**src/rtl/lin_sup_pkg.sv**
```systemverilog
package lin_sup_pkg;

  localparam int NFLT    = 3;
  localparam int F_TXD   = 0;
  localparam int F_BUS   = 1;
  localparam int F_CLAMP = 2;

  localparam logic [1:0] A_CTRL  = 2'd0;
  localparam logic [1:0] A_IEN   = 2'd1;
  localparam logic [1:0] A_ISTAT = 2'd2;
  localparam logic [1:0] A_LIVE  = 2'd3;

  typedef struct packed {
    logic boost;
    logic slope_low;
    logic xctl;
  } ctrl_t;

  localparam int CTRL_W = $bits(ctrl_t);

endpackage

```
**src/rtl/lin_bus_sync.sv**
```systemverilog
module lin_bus_sync #(
  parameter int STAGES = 2
) (
  input  logic clk,
  input  logic rst,
  input  logic bus_async,
  output logic bus_s,
  output logic bus_fall
);

  generate
    if (STAGES < 2) begin : g_bad
      $error("lin_bus_sync needs at least two stages");
    end
  endgenerate

  logic [STAGES-1:0] chain;
  logic              prev;

  always_ff @(posedge clk) begin
    if (rst) begin
      chain <= '1;
      prev  <= 1'b1;
    end else begin
      chain <= {chain[STAGES-2:0], bus_async};
      prev  <= chain[STAGES-1];
    end
  end

  assign bus_s    = chain[STAGES-1];
  assign bus_fall = prev & ~chain[STAGES-1];

  // a falling edge is reported for one cycle only
  a_r3_fall_one_cycle: assert property (@(posedge clk) disable iff (rst)
    bus_fall |=> !bus_fall);

endmodule

```
**src/rtl/lin_dom_timer.sv**
```systemverilog
module lin_dom_timer #(
  parameter int LIMIT = 16
) (
  input  logic clk,
  input  logic rst,
  input  logic active,
  input  logic clr,
  output logic expired
);

  localparam int CW = $clog2(LIMIT + 1);
  localparam logic [CW-1:0] LIM = CW'(LIMIT);

  logic [CW-1:0] cnt;

  always_ff @(posedge clk) begin
    if (rst || clr || !active) begin
      cnt <= '0;
    end else if (cnt != LIM) begin
      cnt <= cnt + 1'b1;
    end
  end

  assign expired = active && (cnt == LIM);

  // the count never passes its limit
  a_r2_cnt_bounded: assert property (@(posedge clk) disable iff (rst)
    cnt <= LIM);

  // leaving the dominant condition restarts the count
  a_r5_idle_restarts: assert property (@(posedge clk) disable iff (rst)
    !active |=> (cnt == '0));

endmodule

```
**src/rtl/lin_fault_regs.sv**
```systemverilog
module lin_fault_regs
  import lin_sup_pkg::*;
#(
  parameter int DATA_W = 8
) (
  input  logic              clk,
  input  logic              rst,
  input  logic              we,
  input  logic [1:0]        addr,
  input  logic [DATA_W-1:0] wdata,
  input  logic [NFLT-1:0]   live,
  output logic [DATA_W-1:0] rdata,
  output ctrl_t             ctrl,
  output logic              man_clr,
  output logic              irq
);

  generate
    if (DATA_W < NFLT || DATA_W < CTRL_W) begin : g_bad
      $error("lin_fault_regs data width too small");
    end
  endgenerate

  ctrl_t             ctrl_q;
  logic [NFLT-1:0]   ien_q;
  logic [NFLT-1:0]   stat_q;
  logic [NFLT-1:0]   live_q;
  logic [NFLT-1:0]   stat_n;
  logic [NFLT-1:0]   w1c;
  logic [DATA_W-1:0] rd_mux;
  logic [DATA_W-1:0] rdata_q;
  logic              man_q;
  logic              irq_q;
  logic              wr_ctrl, wr_ien, wr_stat;

  assign wr_ctrl = we && (addr == A_CTRL);
  assign wr_ien  = we && (addr == A_IEN);
  assign wr_stat = we && (addr == A_ISTAT);
  assign w1c     = wr_stat ? wdata[NFLT-1:0] : '0;

  // set beats clear when both land in the same cycle
  assign stat_n = (stat_q & ~w1c) | ((live ^ live_q) & ien_q);

  always_comb begin
    rd_mux = '0;
    case (addr)
      A_CTRL:  rd_mux[CTRL_W-1:0] = ctrl_q;
      A_IEN:   rd_mux[NFLT-1:0]   = ien_q;
      A_ISTAT: rd_mux[NFLT-1:0]   = stat_q;
      default: rd_mux[NFLT-1:0]   = live;
    endcase
  end

  always_ff @(posedge clk) begin
    if (rst) begin
      ctrl_q  <= '0;
      ien_q   <= '0;
      stat_q  <= '0;
      live_q  <= '0;
      rdata_q <= '0;
      man_q   <= 1'b0;
      irq_q   <= 1'b0;
    end else begin
      if (wr_ctrl) ctrl_q <= ctrl_t'(wdata[CTRL_W-1:0]);
      if (wr_ien)  ien_q  <= wdata[NFLT-1:0];
      man_q   <= wr_ctrl && ctrl_q.xctl && !wdata[0];
      live_q  <= live;
      stat_q  <= stat_n;
      irq_q   <= |stat_n;
      rdata_q <= rd_mux;
    end
  end

  assign rdata   = rdata_q;
  assign ctrl    = ctrl_q;
  assign man_clr = man_q;
  assign irq     = irq_q;

  generate
    for (genvar i = 0; i < NFLT; i++) begin : g_chk
      // a status bit can only rise through an enabled source
      a_r9_stat_needs_en: assert property (@(posedge clk) disable iff (rst)
        $rose(stat_q[i]) |-> $past(ien_q[i]));
      // a status bit only drops through a write of one
      a_r8_stat_sticky: assert property (@(posedge clk) disable iff (rst)
        $fell(stat_q[i]) |-> $past(w1c[i]));
    end
  endgenerate

endmodule

```
**src/rtl/lin_txfault_sup.sv**
```systemverilog
module lin_txfault_sup
  import lin_sup_pkg::*;
#(
  parameter int TXD_TIMEOUT = 2000,
  parameter int BUS_TIMEOUT = 6000,
  parameter int CLAMP_FILT  = 8,
  parameter int SYNC_STAGES = 2,
  parameter int DATA_W      = 8
) (
  input  logic              clk,
  input  logic              rst,
  input  logic              txd_in,
  input  logic              bus_rx,
  output logic              tx_en,
  output logic              term_en,
  output logic              slope_low,
  output logic              drive_boost,
  output logic              irq,
  input  logic              reg_we,
  input  logic [1:0]        reg_addr,
  input  logic [DATA_W-1:0] reg_wdata,
  output logic [DATA_W-1:0] reg_rdata
);

  generate
    if (BUS_TIMEOUT <= TXD_TIMEOUT) begin : g_bad_order
      $error("bus dominant limit must exceed transmit dominant limit");
    end
    if (CLAMP_FILT <= SYNC_STAGES + 1) begin : g_bad_filt
      $error("clamp filter must cover the read-back latency");
    end
  endgenerate

  logic  bus_s, bus_fall;
  logic  man_clr;
  ctrl_t ctrl;
  logic  txd_exp, bus_exp, clamp_exp;
  logic  clamp_act;
  logic  f_txd, f_bus, f_clamp;
  logic  f_txd_n, f_bus_n, f_clamp_n;
  logic  tx_en_q, term_q;
  logic [NFLT-1:0] live;

  lin_bus_sync #(.STAGES(SYNC_STAGES)) u_sync (
    .clk      (clk),
    .rst      (rst),
    .bus_async(bus_rx),
    .bus_s    (bus_s),
    .bus_fall (bus_fall)
  );

  lin_dom_timer #(.LIMIT(TXD_TIMEOUT)) u_txd_tmr (
    .clk    (clk),
    .rst    (rst),
    .active (~txd_in),
    .clr    (man_clr),
    .expired(txd_exp)
  );

  lin_dom_timer #(.LIMIT(BUS_TIMEOUT)) u_bus_tmr (
    .clk    (clk),
    .rst    (rst),
    .active (~bus_s),
    .clr    (1'b0),
    .expired(bus_exp)
  );

  assign clamp_act = tx_en_q & ~txd_in & bus_s;

  lin_dom_timer #(.LIMIT(CLAMP_FILT)) u_clamp_tmr (
    .clk    (clk),
    .rst    (rst),
    .active (clamp_act),
    .clr    (man_clr),
    .expired(clamp_exp)
  );

  always_comb begin
    f_txd_n = f_txd;
    if (man_clr)                f_txd_n = 1'b0;
    else if (txd_exp)           f_txd_n = 1'b1;
    else if (txd_in && bus_fall) f_txd_n = 1'b0;

    f_clamp_n = f_clamp;
    if (man_clr)        f_clamp_n = 1'b0;
    else if (clamp_exp) f_clamp_n = 1'b1;
    else if (bus_fall)  f_clamp_n = 1'b0;

    f_bus_n = f_bus;
    if (bus_exp)    f_bus_n = 1'b1;
    else if (bus_s) f_bus_n = 1'b0;
  end

  always_ff @(posedge clk) begin
    if (rst) begin
      f_txd   <= 1'b0;
      f_bus   <= 1'b0;
      f_clamp <= 1'b0;
      tx_en_q <= 1'b1;
      term_q  <= 1'b1;
    end else begin
      f_txd   <= f_txd_n;
      f_bus   <= f_bus_n;
      f_clamp <= f_clamp_n;
      tx_en_q <= ~(f_txd_n | f_clamp_n);
      term_q  <= ~f_bus_n;
    end
  end

  always_comb begin
    live          = '0;
    live[F_TXD]   = f_txd;
    live[F_BUS]   = f_bus;
    live[F_CLAMP] = f_clamp;
  end

  lin_fault_regs #(.DATA_W(DATA_W)) u_regs (
    .clk    (clk),
    .rst    (rst),
    .we     (reg_we),
    .addr   (reg_addr),
    .wdata  (reg_wdata),
    .live   (live),
    .rdata  (reg_rdata),
    .ctrl   (ctrl),
    .man_clr(man_clr),
    .irq    (irq)
  );

  assign tx_en       = tx_en_q;
  assign term_en     = term_q;
  assign slope_low   = ctrl.slope_low;
  assign drive_boost = ctrl.boost;

  // the driver is only switched off while transmit data is dominant
  a_r2_off_needs_dom: assert property (@(posedge clk) disable iff (rst)
    $fell(tx_en_q) |-> !$past(txd_in));

  // automatic release of a stuck transmit line needs recessive data and a bus edge
  a_r3_auto_release: assert property (@(posedge clk) disable iff (rst)
    ($fell(f_txd) && !$past(man_clr)) |-> ($past(txd_in) && $past(bus_fall)));

  // automatic release of a recessive clamp needs a bus edge
  a_r6_clamp_release: assert property (@(posedge clk) disable iff (rst)
    ($fell(f_clamp) && !$past(man_clr)) |-> $past(bus_fall));

  // termination is only dropped while the bus reads dominant
  a_r7_term_needs_dom: assert property (@(posedge clk) disable iff (rst)
    $fell(term_q) |-> !$past(bus_s));

endmodule

```
**config.mk**
```make
export PLATFORM = sky130hd
export DESIGN_NAME = lin_txfault_sup
export DESIGN_NICKNAME = d
export VERILOG_FILES = /design/src/rtl/lin_sup_pkg.sv /design/src/rtl/lin_bus_sync.sv /design/src/rtl/lin_dom_timer.sv /design/src/rtl/lin_fault_regs.sv /design/src/rtl/lin_txfault_sup.sv
export SDC_FILE = /design/constraint.sdc
export NUM_CORES = 1
export LEC_CHECK = 0
export ABC_AREA = 1
export BUFFER_PORTS_ARGS = -buffer_cell sky130_fd_sc_hd__buf_2
export CORE_MARGIN = 2
export CORE_UTILIZATION = 35
export DETAILED_ROUTE_END_ITERATION = 8
export GPL_TIMING_DRIVEN = 0
export PLACE_DENSITY = 0.63
export SKIP_CTS_REPAIR_TIMING = 1
export SLEW_MARGIN = 20
export SYNTH_ARGS = -nofsm -noshare
export SYNTH_HDL_FRONTEND = slang
export SYNTH_SLANG_ARGS = --single-unit
```
**constraint.sdc**
```tcl
create_clock -name clk -period 1.54 [get_ports clk]
set_input_delay 0.308 -clock clk [delete_from_list [all_inputs] [get_ports clk]]
set_output_delay 0.308 -clock clk [all_outputs]
set_load 0.02 [all_outputs]
```
-- Word level (Yosys, flattened, before mapping)
Index checks and enable logic that the tools add are counted.
- add/sub/neg operators: 3
- multipliers: 0
- divide/modulo/power cells: 0
- order comparisons: 0
- equal/unequal tests: 8
- shifts and indexed selects: 0
- multiplexer cells: 10
- bitwise operators: 13
- reductions and logical operators: 17
- operators with widths (operator ; number):
    $add A13 B1 Y13 const B ; 1
    $eq A13 B13 Y1 const B ; 1
    $ne A13 B13 Y1 const B ; 1
    $add A11 B1 Y11 const B ; 1
    $eq A11 B11 Y1 const B ; 1
    $ne A11 B11 Y1 const B ; 1
    $logic_and A1 B1 Y1 ; 9
    $pmux W3 S3 ; 1
    $mux W1 ; 8
    $and A3 B3 Y3 ; 2
    $add A4 B1 Y4 const B ; 1
    $eq A4 B4 Y1 const B ; 1
    $logic_or A1 B1 Y1 ; 4
    $ne A4 B4 Y1 const B ; 1
    $not A1 Y1 ; 4
    $and A1 B1 Y1 ; 3
    $mux W3 ; 1
    $not A3 Y3 ; 1
    $or A3 B3 Y3 ; 1
    $reduce_or A3 Y1 ; 1
    $xor A3 B3 Y3 ; 1
    $eq A2 B1 Y1 const B ; 1
    $eq A2 B2 Y1 const B ; 1
    $logic_not A1 Y1 ; 2
    other kinds (2) ; 2
- flip-flop bits (word level): 58
- latch bits: 0
- memory bits (writable): 0
- memory bits (read-only): 0
- bits of input ports: 15
- output and inout bits: 13
- logic and storage cells: 71
- memories kept: 0

-- Logic depth before layout (Yosys ltp)
- word-level depth: 8
- depth in mapped cells: 8
- mapped depth without buffers: 8

-- By module
Synthesis repeated with hierarchy kept, for this count alone.
- cell total of the unflattened synthesis: 366
- area total of the unflattened synthesis: 2617.5 µm²
- by module, submodules not included (module ; instances ; cells an instance ; area an instance (µm²) ; seq. area each (µm²)):
    lin_fault_regs ; 1 ; 104 ; 788.3 ; 340.3
    lin_dom_timer (u_bus_tmr) ; 1 ; 109 ; 721.9 ; 260.2
    lin_dom_timer (u_txd_tmr) ; 1 ; 83 ; 594.3 ; 220.2
    lin_dom_timer (u_clamp_tmr) ; 1 ; 33 ; 234.0 ; 80.1
    lin_txfault_sup ; 1 ; 25 ; 185.2 ; 100.1
    lin_bus_sync ; 1 ; 12 ; 93.8 ; 60.1

-- Least setup slack after synthesis
Ideal clock, no wire load.
- kind: register -> register
- start: register u_bus_tmr.cnt[0]
- end: register u_bus_tmr.cnt[8]
- setup time: 0.113 ns
- arrival: 1.062 ns
- data required time: 1.427 ns
- path slack: 0.366 ns
- cell stages (with the launch flop): 9
- path buffers: 0
- period minus slack after synthesis: 1.174 ns
- path through: dfxtp_1 > ha_1 > nand3_2 > nor2_4 > nand2_2 > clkinv_1 > nand2_1 > nand2_1 > nor2_1
- cells in the longest elaborated chain, start to end: 1
- elaborated cells on any way between the ends: 2
- classes of those cells: add/sub (1); eq/ne (1)
- RTL lines (item ; RTL line ; source):
    start: declaration ; lin_dom_timer.sv:14 ; logic [CW-1:0] cnt;
    start signal: assignment ; lin_dom_timer.sv:20 ; cnt <= cnt + 1'b1;
    $add A13 B1 Y13 / $ne A13 B13 Y1 (equally long branches) ; lin_dom_timer.sv:20, lin_dom_timer.sv:19 ;
Several ways; a longest one is shown, not always the timed one.
A chain may end at the register's enable or synchronous reset.

-- Final worst setup path
- start: register u_clamp_tmr.cnt[0]
- end: register tx_en_q, in the netlist tx_en
- cells in the longest elaborated chain, start to end: 6
- RTL lines (item ; RTL line ; source):
    start: declaration ; lin_dom_timer.sv:14 ;
    start signal: assignment ; lin_dom_timer.sv:20 ;
    $eq A4 B4 Y1 ; lin_dom_timer.sv:24 ; assign expired = active && (cnt == LIM);
    $logic_and A1 B1 Y1 ; lin_dom_timer.sv:24 ;
    $mux W1 ; lin_txfault_sup.sv:86 ; else if (clamp_exp) f_clamp_n = 1'b1;
    $mux W1 ; lin_txfault_sup.sv:85 ; if (man_clr) f_clamp_n = 1'b0;
    $or A1 B1 Y1 ; lin_txfault_sup.sv:105 ; tx_en_q <= ~(f_txd_n | f_clamp_n);
    $not A1 Y1 ; lin_txfault_sup.sv:105 ;
    end signal: assignment ; lin_txfault_sup.sv:105 ;
    end: declaration ; lin_txfault_sup.sv:41 ; logic tx_en_q, term_q;
No other way between the ends.

==> impl_results.md <==
* R2R Setup Slk at 220 ps
* Synth top area share at 43.1%
* Final max-slew violation count at 0
* Die Area at 7720 sq um
* Initial antenna violation count at 0
* Unrepaired setup endpoints after global routing: false
* Die X at 87.9 microns
* Root Buffer: clkbuf_8
* Largest delay share family, worst path: simple AND/OR/NAND/NOR gates
* Worst hold start: bus_rx
* Vias at 2,016
* H-tree Lvls at 2
* Gate Count Post-Synth at 327
* Yosys warns at 0
* Fin nets at 374
* Port buffer count at 15
* Clock Latency Late Sink at 300 ps
* Clk slew on worst S/H paths at 90 ps
* Hold depth at 2
* Worst Setup Path Type: flop to flop
* Aggregate global routing overflow at 0
* Global-route wire length before repair at 8080 microns
* Worst Path Required at 1740 ps
* Hold EP: u_sync.chain[0]
* Comb power frac at 6.5%
* Cell Chain, Critical Path: inv_1, ha_1, nand2_1, nor2_1, nand3_1, o21ai_1, a21oi_1
* Synth top area cells: dfxtp_1 (43%), nand2_1 (8.2%), inv_1 (7.5%)
* Setup TNS at 0 ps
* Worst path max stage delay at 340 ps
* Crit path from: u_clamp_tmr.cnt[0]
* Top post-synthesis cells by count: nand2_1 (54), dfxtp_1 (53), inv_1 (49)
* Leakage Power at 1.15 nW
* Slowest library cell on the worst path: dfxtp_1
* Post-DP HPWL at 3320 microns
* Vias in the first global route at 1,874
* Yosys cell types at 37
* Reg2reg path depth at 7
* Cell with the most instances after synthesis: nand2_1
* WHS at 193 ps
* Antenna diode count at 0
* Global-route usage over all layers at 13.2%
* Remaining DRCs at 0
* Fin crit period at 1320 ps
* Worst EP arrival at 1520 ps
* Clk sinks at 53
* Post-synth EDFFs at 0
* P&R area growth vs syn at 12.0%
* Synthesized area per cell at 7.53 sq um
* Worst ir drop on vdd at 0.000621 V
* Maxcap violations at 0
* Pwr/cell area at 840 nW/um^2
* Final Wtd Congestion at 0.816
* R2r endpoint: tx_en
* Post-DRT Antenna Nets at 0
* Post-synth top area cell: dfxtp_1
* Area post-placement at 2670 sq um
* Worst hold path type: input pin to flop
* Core area at 6790 sq um
* Highest clock rate at 756 MHz
* Switching power at 0.558 mW
* Initial Utilization at 36.2%
* Fin util at 40.6%
* CTS buffer count at 5
* Share of cells above drive strength 1 at 18.1%
* P_int at 1.76 mW
* Sw Ratio at 24.1%
* Crit. End Element: flop
* Worst flop-to-flop path startpoint: u_clamp_tmr.cnt[0]
* CTS max path bufs at 2
* Per-cell routed wire length at 9.83 microns
* Seq pwr share at 60.5%
* Final hold violation count at 0
* Setup-failing EPs final at 0
* Initial DRC Count at 131
* Post-Syn Area at 2460 sq um
* CTS tree: built
* Design area at 2760 sq um
* CP max FO at 5
* Final Cycle Share at 85.8%
* Critical path launch point type: flop
* Yosys reg bits at 53
* Site Rows at 30
* Fin Clk Skew at 3.49 ps
* Buffers and inverters on the worst path at 1
* Largest net degree at the start of global routing at 17
* Power share of the clock group at 33.0%
* Chip height at 87.9 microns
* Detailed-route vias per instance at 4.48
* Sequential share of the synthesized area at 43.1%
* Status: completed
* Ys flop type: dfxtp_1
* Worst slack, placed at 232 ps
* Drt pass-1 iters at 4
* Number of I/O pins at 28
* Post-synth ARST share at 0%
* Post-Route WL at 4420 microns
* Final worst slack at 218 ps
[layout make-up]
cell class,instances,area (sq um)
Buffer,10,62.6
Clock buffer,5,68.8
Clock inverter,3,17.5
Fill cell,698,4040
Inverter,56,213
Multi-Input combinational cell,212,1140
Sequential cell,53,1060
Tap cell,96,120
Timing Repair Buffer,15,75.1
[worst reg2reg max path, delay by kind of cell, from the launching register on]
| family | cells | cell delay, ps |
|---|---|---|
| simple gates | 3 | 480 |
| flops | 1 | 340 |
| compound gates | 2 | 170 |
| fa+ha+maj | 1 | 140 |
| buf+inv | 1 | 80 |
[how the worst max path moves through the flow]
stage,endpoint,slack [ps],depth (start not counted)
6_report,tx_en,220,7
5_1_grt,tx_en,40,7
4_1_cts,tx_en,200,7
3_5_place_dp,tx_en,230,7
3_3_place_gp,tx_en,260,7
2_1_floorplan,u_bus_tmr.cnt[8],370,8
[logic make-up (layout without fill, tap and decap cells)]
group                      Yosys count  in the layout  share of synthesized area [%]
xor gates and xnor gates             3              3                           1.07
buffers and inverters               66             89                           11.2
DFF                                 53             53                           43.1
AOI/OAI and AO/OA                   61             61                           13.4
and+or+nand+nor                    137            137                           28.1
other                                1              5                          0.152
adders and majority gates            6              6                           3.05
[routing by layer]
metal / part of all wire, % / up-vias / track usage [%]
met2: 46 / 30 / 21.7
met1: 50 / 886 / 16.8
met3: 3.3 / 5 / 4.24
met5: 0 / - / 0
li1: - / 1095 / -
met4: 1.0 / 0 / 3.36
[state kept, by name, summed over array words and instances (netlist names), 2 cells and up]
signal and count:
u_regs.ctrl 3, u_regs.ien_q 3, u_sync.chain 2, u_regs.stat_q 3, u_txd_tmr.cnt 11, u_clamp_tmr.cnt 4
u_bus_tmr.cnt 13, u_regs.live_q 3, u_regs.rdata 3
[cells in the final DEF, fill, tap and decap left out, types with 2 or more instances in the layout]
master    instances
nand2_2           5
inv_2             5
nand4_1           7
nand3_1          18
a21oi_1          27
o21ai_0          19
inv_1            49
clkinv_2          2
nor3_1            5
nor2_2            4
o211ai_1          2
dfxtp_1          53
nand2_1          54
nor2_1           27
xor2_1            2
conb_1            5
or2_2             2
nand3_2           3
ha_1              6
clkbuf_8          5
nor2_4            4
nor3_2            2
buf_4             5
buf_2            20
o21ai_1           8
[per-stage QoR]
stage               cells  power (mW)
floorplan             331        1.54
global placement      442        1.58
detailed placement    442        1.58
CTS                   450        2.36
global route          450        2.43
finish                450        2.32
[power groups by stage]
| stage | combinational, mW | clock [mW] | sequential, mW |
|---|---|---|---|
| global placement | 0.148 | 0 | 1.43 |
| floorplan | 0.103 | 0 | 1.44 |
| CTS | 0.151 | 0.803 | 1.40 |
| detailed placement | 0.150 | 0 | 1.43 |
| finish | 0.150 | 0.764 | 1.40 |
| global route | 0.169 | 0.858 | 1.41 |
No activity file was read; power rests on OpenSTA's default activity.
